`config.mk`:
```
export PLATFORM = sky130hd
export DESIGN_NAME = io_expander
export DESIGN_NICKNAME = d
export VERILOG_FILES = /design/src/rtl/io_expander_pkg.sv /design/src/rtl/io_strobe_dec.sv /design/src/rtl/io_sel_reg.sv /design/src/rtl/io_dev_dec.sv /design/src/rtl/io_expander.sv
export SDC_FILE = /design/constraint.sdc
export NUM_CORES = 1
export LEC_CHECK = 0
export CORE_AREA = 2 2 219 221
export CTS_BUF_LIST = sky130_fd_sc_hd__clkbuf_8
export DETAILED_ROUTE_END_ITERATION = 10
export DIE_AREA = 0 0 221 223
export GPL_TIMING_DRIVEN = 1
export PLACE_DENSITY = 0.44
export SLEW_MARGIN = 30
export SYNTH_ARGS = -nofsm -noshare
export SYNTH_HDL_FRONTEND = slang
export SYNTH_HIERARCHICAL = 1
export SYNTH_SLANG_ARGS = --single-unit
```
`constraint.sdc`:
```
create_clock -name clk -period 3.23 [get_ports clk]
set_input_delay 0.4845 -clock clk [delete_from_list [all_inputs] [get_ports clk]]
set_output_delay 0.4845 -clock clk [all_outputs]
set_load 0.005 [all_outputs]
```
`src/rtl/io_expander_pkg.sv`:
```
package io_expander_pkg;
    localparam int DEV_FIELD_W = 4;
    localparam int SEL_W       = 8;
    localparam int GRP_W       = 4;
    localparam int NUM_NSTB    = 2 ** DEV_FIELD_W;
    localparam int NUM_DEV     = 2 ** SEL_W;
    localparam logic [GRP_W-1:0] IO_GROUP   = 4'd6;
    localparam logic [1:0]       IO_STATE   = 2'b10;
    localparam int               XFER_FIRST = 1;
    localparam int               XFER_LAST  = 7;

    typedef struct packed {
        logic [GRP_W-1:0]       grp;
        logic [DEV_FIELD_W-1:0] field;
        logic [1:0]             state;
        logic                   pulse;
    } io_ctl_t;

    function automatic logic io_qualified(input io_ctl_t c);
        return (c.grp == IO_GROUP) && (c.state == IO_STATE) && c.pulse;
    endfunction
endpackage

```
`src/rtl/io_strobe_dec.sv`:
```
module io_strobe_dec
    import io_expander_pkg::*;
#(
    parameter int FIELD_W = DEV_FIELD_W,
    localparam int NSTB   = 2 ** FIELD_W
) (
    input  io_ctl_t           ctl,
    output logic [NSTB-1:0]   stb
);
    logic qual;
    assign qual = io_qualified(ctl);

    for (genvar k = 0; k < NSTB; k++) begin : g_stb
        assign stb[k] = qual && (ctl.field == FIELD_W'(k));
    end
endmodule

```
`src/rtl/io_sel_reg.sv`:
```
module io_sel_reg #(
    parameter int W = 8
) (
    input  logic         clk,
    input  logic         rst,
    input  logic         load,
    input  logic [W-1:0] din,
    output logic [W-1:0] q
);
    always_ff @(posedge clk) begin
        if (rst)       q <= '0;
        else if (load) q <= din;
    end
endmodule

```
`src/rtl/io_dev_dec.sv`:
```
module io_dev_dec #(
    parameter int W   = 8,
    localparam int ND = 2 ** W
) (
    input  logic [W-1:0]  sel,
    input  logic          xfer_any,
    output logic [ND-1:0] onehot,
    output logic [ND-1:0] xfer
);
    for (genvar d = 0; d < ND; d++) begin : g_dev
        assign onehot[d] = (sel == W'(d));
        assign xfer[d]   = onehot[d] && xfer_any;
    end
endmodule

```
`src/rtl/io_expander.sv`:
```
module io_expander
    import io_expander_pkg::*;
#(
    parameter int FIELD_W = DEV_FIELD_W,
    parameter int SW      = SEL_W,
    localparam int NSTB   = 2 ** FIELD_W,
    localparam int NDEV   = 2 ** SW
) (
    input  logic              clk,
    input  logic              rst,
    input  logic [GRP_W-1:0]  instr_grp,
    input  logic [FIELD_W-1:0] dev_field,
    input  logic [1:0]        state_code,
    input  logic              io_pulse,
    input  logic [SW-1:0]     data_bus,
    output logic [NSTB-1:0]   n_stb,
    output logic [SW-1:0]     sel_q,
    output logic [NDEV-1:0]   dev_sel,
    output logic [NDEV-1:0]   dev_xfer
);
    io_ctl_t ctl;
    logic    xfer_any;

    always_comb begin
        ctl.grp   = instr_grp;
        ctl.field = dev_field;
        ctl.state = state_code;
        ctl.pulse = io_pulse;
    end

    io_strobe_dec #(.FIELD_W(FIELD_W)) u_stb (
        .ctl (ctl),
        .stb (n_stb)
    );

    io_sel_reg #(.W(SW)) u_reg (
        .clk  (clk),
        .rst  (rst),
        .load (n_stb[0]),
        .din  (data_bus),
        .q    (sel_q)
    );

    assign xfer_any = |n_stb[XFER_LAST:XFER_FIRST];

    io_dev_dec #(.W(SW)) u_dec (
        .sel      (sel_q),
        .xfer_any (xfer_any),
        .onehot   (dev_sel),
        .xfer     (dev_xfer)
    );
endmodule

```
; After elaboration in Yosys (flattened, before gate mapping)
; Index checks and enable logic that the tools add are counted.
; Widths: inputs -> output; s select.
[word_totals]
reg_bits = 8
latchBits = 0
mem_bits_rw = 0
mem_bits_ro = 0
inputBits = 21
output_inout_bits = 536
wordCells = 550
mem_count = 0
[op_classes]
add_sub_neg = 0
multipliers = 0
div = 0
magnitude_cmp = 0
eq_ne = 272
shift = 0
n_mux = 0
bitwise_logic = 0
n_reduce_logical = 277
[op_table]
columns = operator, count
row1 = $eq 8x8->1 const B, 128
row2 = $eq 8x7->1 const B, 64
row3 = $logic_and 1x1->1, 274
row4 = $eq 8x6->1 const B, 32
row5 = $eq 8x5->1 const B, 16
row6 = $eq 8x4->1 const B, 8
row7 = $eq 4x4->1 const B, 8
row8 = $eq 8x3->1 const B, 4
row9 = $eq 4x3->1 const B, 5
row10 = $eq 8x2->1 const B, 2
row11 = $eq 4x2->1 const B, 2
row12 = $eq 8x1->1 const B, 1
row13 = $logic_not 8->1, 1
row14 = $reduce_or 7->1, 1
row15 = $eq 4x1->1 const B, 1
row16 = $logic_not 4->1, 1
row17 = $eq 2x2->1 const B, 1

; Longest topological paths before layout
; Gate-level depths: netlist of run 1.
[depth]
depth_word = 6
ltp_mapped = 10
depth_no_buf = 6

; Modules after synthesis
; The synthesis of run 1 kept the hierarchy.
[modules_own_cells]
columns = mod, n_inst, cells_per_inst, area_each_um2, seq_area_each_um2
row1 = io_dev_dec, 1, 704, 3758.6, 0.0
row2 = io_sel_reg, 1, 26, 285.3, 160.2
row3 = io_strobe_dec, 1, 29, 182.7, 0.0
row4 = io_expander, 1, 3, 15.0, 0.0

; Worst setup path after synthesis of run 1
; OpenSTA, ideal clock, no wires.
[synth_path]
kind = input port to output port
startpoint = input port instr_grp[0]
endpoint = output port dev_xfer[113]
t_arrival_ns = 2.639
slack_ns = 0.106
path_stages = 10
cell_sequence = or3b_1 -> clkbuf_2 -> buf_6 -> nor4_1 -> nor3_1 -> nand2_1 -> or3b_1 -> buf_2 -> buf_2 -> nor3_1
[synth_between]
elab_chain_len = 6
word_cells_on_any_way = 12
[synth_lines]
columns = item, line
row1 = "start, declared", io_expander.sv:11  ; input logic [GRP_W-1:0] instr_grp,
row2 = $eq 4x3->1, io_expander_pkg.sv:20  ; return (c.grp == IO_GROUP) && (c.state == IO_STATE) && c.pulse;
row3 = $logic_and 1x1->1 (2 in series), io_expander_pkg.sv:20
row4 = $logic_and 1x1->1, io_strobe_dec.sv:14  ; assign stb[k] = qual && (ctl.field == FIELD_W'(k));
row5 = net n_stb[2], io_expander.sv:16  ; output logic [NSTB-1:0] n_stb,
row6 = $reduce_or 7->1, io_expander.sv:44  ; assign xfer_any = |n_stb[XFER_LAST:XFER_FIRST];
row7 = net xfer_any, io_expander.sv:22  ; logic xfer_any;
row8 = $logic_and 1x1->1, io_dev_dec.sv:12  ; assign xfer[d] = onehot[d] && xfer_any;
row9 = "end, declared", io_expander.sv:19  ; output logic [NDEV-1:0] dev_xfer
; The timed path passes the listed nets, and every way through them passes these cells.

; Final worst setup path of run 1
[layout_path]
startpoint = input port state_code[0]
endpoint = output port dev_xfer[84]
[layout_between]
elab_chain_len = 6
word_cells_on_any_way = 12
[layout_lines]
columns = item, line
row1 = "start, declared", io_expander.sv:13  ; input logic [1:0] state_code,
row2 = $eq 2x2->1 *, io_expander_pkg.sv:20
row3 = $logic_and 1x1->1 * (2 in series), io_expander_pkg.sv:20
row4 = $logic_and 1x1->1, io_strobe_dec.sv:14
row5 = $reduce_or 7->1 *, io_expander.sv:44
row6 = net xfer_any, io_expander.sv:22
row7 = $logic_and 1x1->1 *, io_dev_dec.sv:12
; The timed path passes the listed nets; every way through them passes the cells marked *.

==> flow_metrics.env, run 1 <==
export IMPL_status="finished, violations left"
export IMPL_violations="setup timing"
export IMPL_num_rows=80
export IMPL_setup_ws_ns=-0.149
export IMPL_fin_tns_setup_ns=-7.45
export IMPL_nFillCells=5231
export IMPL_max_freq_mhz=296
export IMPL_path_clk_slew_ns=0.04
export IMPL_drv_slew=0
export IMPL_slew_headroom_pct=46.8
export IMPL_worstMarginPinSlew_ns=0.798
export IMPL_initial_core_util_pct=9.00
export IMPL_met2_length_mm=20.2
export IMPL_wl_met1_mm=17.4
export IMPL_coreArea_sq_um=47100
export IMPL_worst_hold_path_type="reg2reg"
export IMPL_synth_main_ff_cell="dfxtp_1"
export IMPL_regToRegSetupSlack_ns=2.19
export IMPL_reg_top3="u_reg/q x8"
export IMPL_reg2reg_from="u_reg/q[3]"
export IMPL_pwr_share_comb_pct=25.9
export IMPL_seq_area_frac_synth_pct=3.78
export IMPL_dieArea_sq_um=49300
export IMPL_syn_area_per_cell_sq_um=5.57
export IMPL_r2r_end="u_reg/q[3]"
export IMPL_post_synth_top_area_fraction_pct=23.4
export IMPL_tritoncts="built"
export IMPL_dieHeight_microns=223
export IMPL_hp_start="u_reg/q[5]"
export IMPL_insertion_delay_ns=0.22
export IMPL_gr_total_overflow=0
export IMPL_slowest_stage="clkdlybuf4s50_1"
export IMPL_synth_edf_count=0
export IMPL_yosysWarnings=6
export IMPL_first_global_vias=7262
export IMPL_critical_path_class="in2out"
export IMPL_swShare_pct=24.8
export IMPL_syn_inst=762
export IMPL_grt_pass1_wl_mm=54.0
export IMPL_ys_types=24
export IMPL_rsz0062_at_grt="true"
export IMPL_crit_chain="buf_6 -> or3b_4 -> buf_12 -> nor4_4 -> nor4_2 -> nand2_2 -> buf_6 -> nand3b_1 -> buf_12 -> nor3_1 -> clkdlybuf4s50_1"
export IMPL_period_share_pct=105
export IMPL_power_mw=0.294
export IMPL_switchingPower_mw=0.0727
export IMPL_grtUsageTotal_pct=14.6
export IMPL_cts_htree_levels=1
export IMPL_placedCellCount=1863
export IMPL_dr_wl_met3_mm=2.65
export IMPL_netlist_area_sq_um=4240
export IMPL_drc_errors=0
export IMPL_final_nets=1326
export IMPL_critPathMaxFanout=64
export IMPL_cts_buffers=3
export IMPL_synthArstFlopShare_pct=0
export IMPL_num_antenna_cells=0
export IMPL_drtIter0Drc=391
export IMPL_ios=557
export IMPL_worstSetupStartpointType="input port"
export IMPL_ys_ff_latch=8
export IMPL_worstPathRequired_ns=2.75
export IMPL_endpoint_kind="output port"
export IMPL_grt_max_degree=65
export IMPL_startpoint="state_code[0]"
export IMPL_p_clk_share_pct=40.3
export IMPL_power_density_nw_per_um2=25.3
export IMPL_cts_root_buf="clkbuf_8"
export IMPL_regMostFlops="u_reg/q"
export IMPL_syn_nets=783
export IMPL_p_leak_nw=4.56
export IMPL_fin_cells=1918
export IMPL_fp_dieW_microns=221
export IMPL_hpwlAfterDp_mm=27.7
export IMPL_yosys_area_top_type="nor2_1"
export IMPL_dr_pass1_iters=6
export IMPL_crit_arrival_ns=2.89
export IMPL_whs_path_depth=2
export IMPL_largest_reg_flops=8
export IMPL_gp_congestion=0.758
export IMPL_cts_path_max_buffers=2
export IMPL_avgRoutedWirePerCell_microns=21.1
export IMPL_routed_top_layer="met4"
export IMPL_cts_sinks=8
export IMPL_maxCapViolCount=0
export IMPL_hold_buffers=0
export IMPL_num_vias=7741
export IMPL_layout_drive_gt1_share_pct=29.5
export IMPL_setup_viol=99
export IMPL_pre_cts_slack_ns=-0.878
export IMPL_drtAntennaViolNets=0
export IMPL_power_share_sequential_pct=33.8
export IMPL_ys_top_cells_by_area="nor2_1, nor3_1, nor3_2, buf_2, buf_6"
export IMPL_antenna_found_initial=0
export IMPL_rr_worst_depth=3
export IMPL_vias_per_cell=4.04
export IMPL_irDropWorstVdd_uv=92.2
export IMPL_skew_ns=0
export IMPL_worstHoldEndpoint="u_reg/q[5]"
export IMPL_slowest_delay_ns=0.53
export IMPL_numPortBuffers=556
export IMPL_intPower_mw=0.221
export IMPL_drt_total_wl_mm=40.4
export IMPL_finalCriticalPeriod_ns=3.38
export IMPL_hold_viol=0
export IMPL_synthToLayoutAreaGrowth_pct=174
export IMPL_holdWs_ns=0.634
layout make-up:
| cell class | instances | area, sq um | share of cell area (%) |
|---|---|---|---|
| sequential | 8 | 160 | 1.38 |
| clock buffer | 3 | 41.3 | 0.356 |
| multi-input combinational | 598 | 3920 | 33.7 |
| timing repair buffer | 694 | 6720 | 57.9 |
| tap | 615 | 769 | 6.63 |
synthesized netlist by cell type (8+ instances only):
| cell | number |
|---|---|
| dfxtp_1 | 8 |
| nand4b_1 | 9 |
| nor4_1 | 17 |
| nor3_1 | 187 |
| clkbuf_1 | 58 |
| nor2_1 | 264 |
| buf_2 | 51 |
| nand4bb_1 | 12 |
| buf_1 | 19 |
| buf_6 | 22 |
| mux2i_1 | 8 |
| nor3_2 | 70 |
power by group through the flow:
stage | Combinational [mW] | Sequential (mW) | Clock (mW)
3_5_place_dp | 0.0558 | 0.101 | 0
6_report | 0.0760 | 0.0993 | 0.118
4_1_cts | 0.0744 | 0.0993 | 0.122
2_1_floorplan | 0.0161 | 0.101 | 0
5_1_grt | 0.0805 | 0.0993 | 0.124
3_3_place_gp | 0.0552 | 0.101 | 0
timing repair:
item	CTS	global route
buffers inserted	27	18
pin swaps	23	22
resized for setup	352	180
cloned	8	4
setup endpoints to repair	256	189
layer usage:
metal,vias to the layer above,global-route usage (%)
met2,382,26.5
met4,0,1.15
li1,3607,-
met1,3737,18.6
met3,15,2.75
met5,-,0
critical path: cells and delay by family:
| kind | cells | cell delay (ns) |
|---|---|---|
| and+or+nand+nor | 6 | 1.18 |
| buffers and inverters | 5 | 1.13 |
logic make-up after synthesis:
group	share of synthesized area, %
buffers and inverters	19.6
flip-flops	3.78
multiplexers	1.89
AND/OR/NAND/NOR	74.8
how the worst max path moves through the flow:
stage,to,slack (ns),cells past startpoint
CTS,dev_xfer[169],-0.14,11
detailed placement,dev_xfer[50],-0.88,10
global placement,dev_xfer[241],-0.84,10
finish,dev_xfer[84],-0.15,11
global route,dev_xfer[152],-0.24,11
floorplan,dev_xfer[113],0.11,10
cells in the final DEF (no fill, tap or decap), types with 2 or more instances in the layout:
cell type / instances
nor3_1: 119
nand2b_4: 4
clkbuf_8: 3
nand2_2: 2
clkdlybuf4s15_2: 3
buf_4: 96
nand4bb_1: 6
clkdlybuf4s15_1: 10
or3b_4: 3
nand4b_1: 9
or4b_4: 2
dlymetal6s2s_1: 30
nor4_4: 7
clkdlybuf4s50_1: 374
clkbuf_16: 3
nor3_2: 123
nand3b_1: 2
nor4_1: 8
nand4bb_2: 6
dfxtp_1: 8
nor3_4: 15
buf_16: 4
buf_12: 18
dlygate4sd2_1: 72
buf_2: 57
clkbuf_2: 7
or4b_2: 2
nand4_1: 2
nor4_2: 2
or2_4: 3
buf_6: 17
buf_8: 2
or4b_1: 4
nor2_1: 264
mux2i_1: 8
stage by stage:
step | util (%) | cell area (sq um)
2_1_floorplan | - | 4240
3_3_place_gp | 22.5 | 10600
3_5_place_dp | 22.5 | 10600
4_1_cts | 23.5 | 11100
5_1_grt | 24.6 | 11600
6_report | 24.6 | 11600
Power figures use the tool's default switching activity.
==> run 2: changes to the inputs <==
--- a/config.mk
+++ b/config.mk
@@ -5,12 +5,13 @@
 export SDC_FILE = /design/constraint.sdc
 export NUM_CORES = 1
 export LEC_CHECK = 0
-export CORE_AREA = 2 2 219 221
+export CORE_AREA = 2 2 215 217
 export CTS_BUF_LIST = sky130_fd_sc_hd__clkbuf_8
 export DETAILED_ROUTE_END_ITERATION = 10
-export DIE_AREA = 0 0 221 223
+export DIE_AREA = 0 0 217 219
 export GPL_TIMING_DRIVEN = 1
-export PLACE_DENSITY = 0.44
+export PLACE_DENSITY = 0.45
+export REMOVE_ABC_BUFFERS = 1
 export SLEW_MARGIN = 30
 export SYNTH_ARGS = -nofsm -noshare
 export SYNTH_HDL_FRONTEND = slang
==> run 2 against run 1 <==
  * The run now ends clean
  * First-iteration DRC count grew 28%
  * Sequential share of layout area increased by 0.068 points
  * Die area down 3.6%
  * Global-route usage rose by 0.70 points
  * Cell count shrank 2.9%
==> flow_metrics.env, run 2 (synthesis gave the netlist of run 1 again) <==
export IMPL_period_share_pct=98.6
export IMPL_critical_path_class="in2out"
export IMPL_hold_viol=0
export IMPL_crit_family="simple AND/OR/NAND/NOR gates"
export IMPL_most_common_layout_cells="clkdlybuf4s50_1, nor2_1, nor3_2, dlygate4sd2_1, nor3_1"
export IMPL_numPortBuffers=556
export IMPL_cts_htree_levels=1
export IMPL_finish_utilization_pct=24.9
export IMPL_reg2reg_from="u_reg/q[0]"
export IMPL_initial_core_util_pct=9.41
export IMPL_hp_start="u_reg/q[7]"
export IMPL_cts_path_max_buffers=2
export IMPL_vias_per_cell=4.10
export IMPL_insertion_delay_ns=0.22
export IMPL_rsz0062_at_grt="true"
export IMPL_tritoncts="built"
export IMPL_worst_hold_path_type="reg2reg"
export IMPL_synthToLayoutAreaGrowth_pct=165
export IMPL_slowest_delay_ns=0.50
export IMPL_placed_area_sq_um=10400
export IMPL_drv_slew=0
export IMPL_worstSetupStartpointType="input port"
export IMPL_status="finished clean"
export IMPL_cts_root_buf="clkbuf_8"
export IMPL_crit_chain="buf_6 -> or3b_4 -> nor4_4 -> nor3_2 -> nand2_1 -> or3b_4 -> buf_12 -> buf_16 -> nor3_4 -> buf_2"
export IMPL_crit_buf_inv=4
export IMPL_hpwlAfterDp_mm=25.3
export IMPL_ios=557
export IMPL_worstMarginPinSlew_ns=0.995
export IMPL_p_leak_nw=5.00
export IMPL_dieHeight_microns=219
export IMPL_first_global_vias=7206
export IMPL_antenna_found_initial=0
export IMPL_worstPathRequired_ns=2.75
export IMPL_num_antenna_cells=0
export IMPL_fin_tns_setup_ns=0
export IMPL_power_density_nw_per_um2=25.6
export IMPL_final_common_cell="clkdlybuf4s50_1"
export IMPL_largest_reg_flops=8
export IMPL_fin_area_sq_um=11200
export IMPL_gr_total_overflow=0
export IMPL_max_freq_mhz=314
export IMPL_path_clk_slew_ns=0.04
export IMPL_irDropWorstVdd_uv=64.6
export IMPL_setup_viol=0
export IMPL_drt_total_wl_mm=40.4
export IMPL_cts_buffers=3
export IMPL_coreArea_sq_um=45100
export IMPL_cts_sinks=8
export IMPL_drtIter0Drc=499
export IMPL_dieArea_sq_um=47500
export IMPL_power_mw=0.287
export IMPL_crit_arrival_ns=2.70
export IMPL_maxCapViolCount=0
export IMPL_grtUsageTotal_pct=15.3
export IMPL_startpoint="instr_grp[0]"
export IMPL_drc_errors=0
export IMPL_endpoint_kind="output port"
export IMPL_num_rows=78
export IMPL_finalCriticalPeriod_ns=3.19
export IMPL_grt_max_degree=65
export IMPL_cpMostUsedCell="or3b_4"
export IMPL_layout_drive_gt1_share_pct=29.1
export IMPL_slew_headroom_pct=33.5
export IMPL_dr_pass1_iters=5
export IMPL_critPathMaxFanout=8
export IMPL_skew_ns=0
export IMPL_avgRoutedWirePerCell_microns=21.7
export IMPL_drtAntennaViolNets=0
export IMPL_fp_dieW_microns=217
export IMPL_slowest_stage="or3b_4"
export IMPL_holdWs_ns=0.666
export IMPL_regMostFlops="u_reg/q"
export IMPL_num_vias=7641
export IMPL_final_nets=1286
export IMPL_gp_congestion=0.776
export IMPL_reg_top3="u_reg/q x8"
export IMPL_grt_pass1_wl_mm=54.1
[run 2: cell type report]
class,count,area (sq um)
multi-input cells,597,3920
repair buffers,655,6370
well taps,600,751
clock buffers,3,41.3
fillers,4993,33800
flip-flops and latches,8,163
[run 2: final timing paths]
check	endpoint	slack, ns	cells past startpoint
worst min register to register	u_reg/q[7]	0.67	2
worst max register to register	u_reg/q[0]	2.09	3
worst min-delay path	u_reg/q[7]	0.67	2
worst max-delay path	dev_xfer[131]	0.04	10
[run 2: worst register-to-register path, cell delays in order (launching register included)]
cell	delay, ns
dfxtp_1	0.56
buf_4	0.31
mux2i_1	0.11
nor2_1	0.09
[run 2: per-stage QoR]
stage	setup WS, ns	instances
after floorplan	-0.887	605
after detailed placement	-0.767	1828
after CTS	0.00505	1856
final	0.0441	1863
after global routing	-0.0601	1863
after global placement	-0.719	1828
[run 2: where the power goes]
part | switching [mW] | total [mW] | internal (mW)
clock network | 0.0372 | 0.118 | 0.0806
logic | 0.0344 | 0.0703 | 0.0359
registers | 0.000155 | 0.0994 | 0.0992
[run 2: metal layers]
layer  GRT usage [%]  part of all wire (%)
met1            19.1                    41
met5               0                     0
met4            2.81                   1.8
met2            28.1                    50
met3            2.09                   6.9
[run 2: repair_timing]
action,4_1_cts,5_1_grt
resized for setup,481,158
cloned,10,3
setup endpoints to repair,256,233
pin swaps,42,11
hold buffers,0,0
setup buffers,16,4
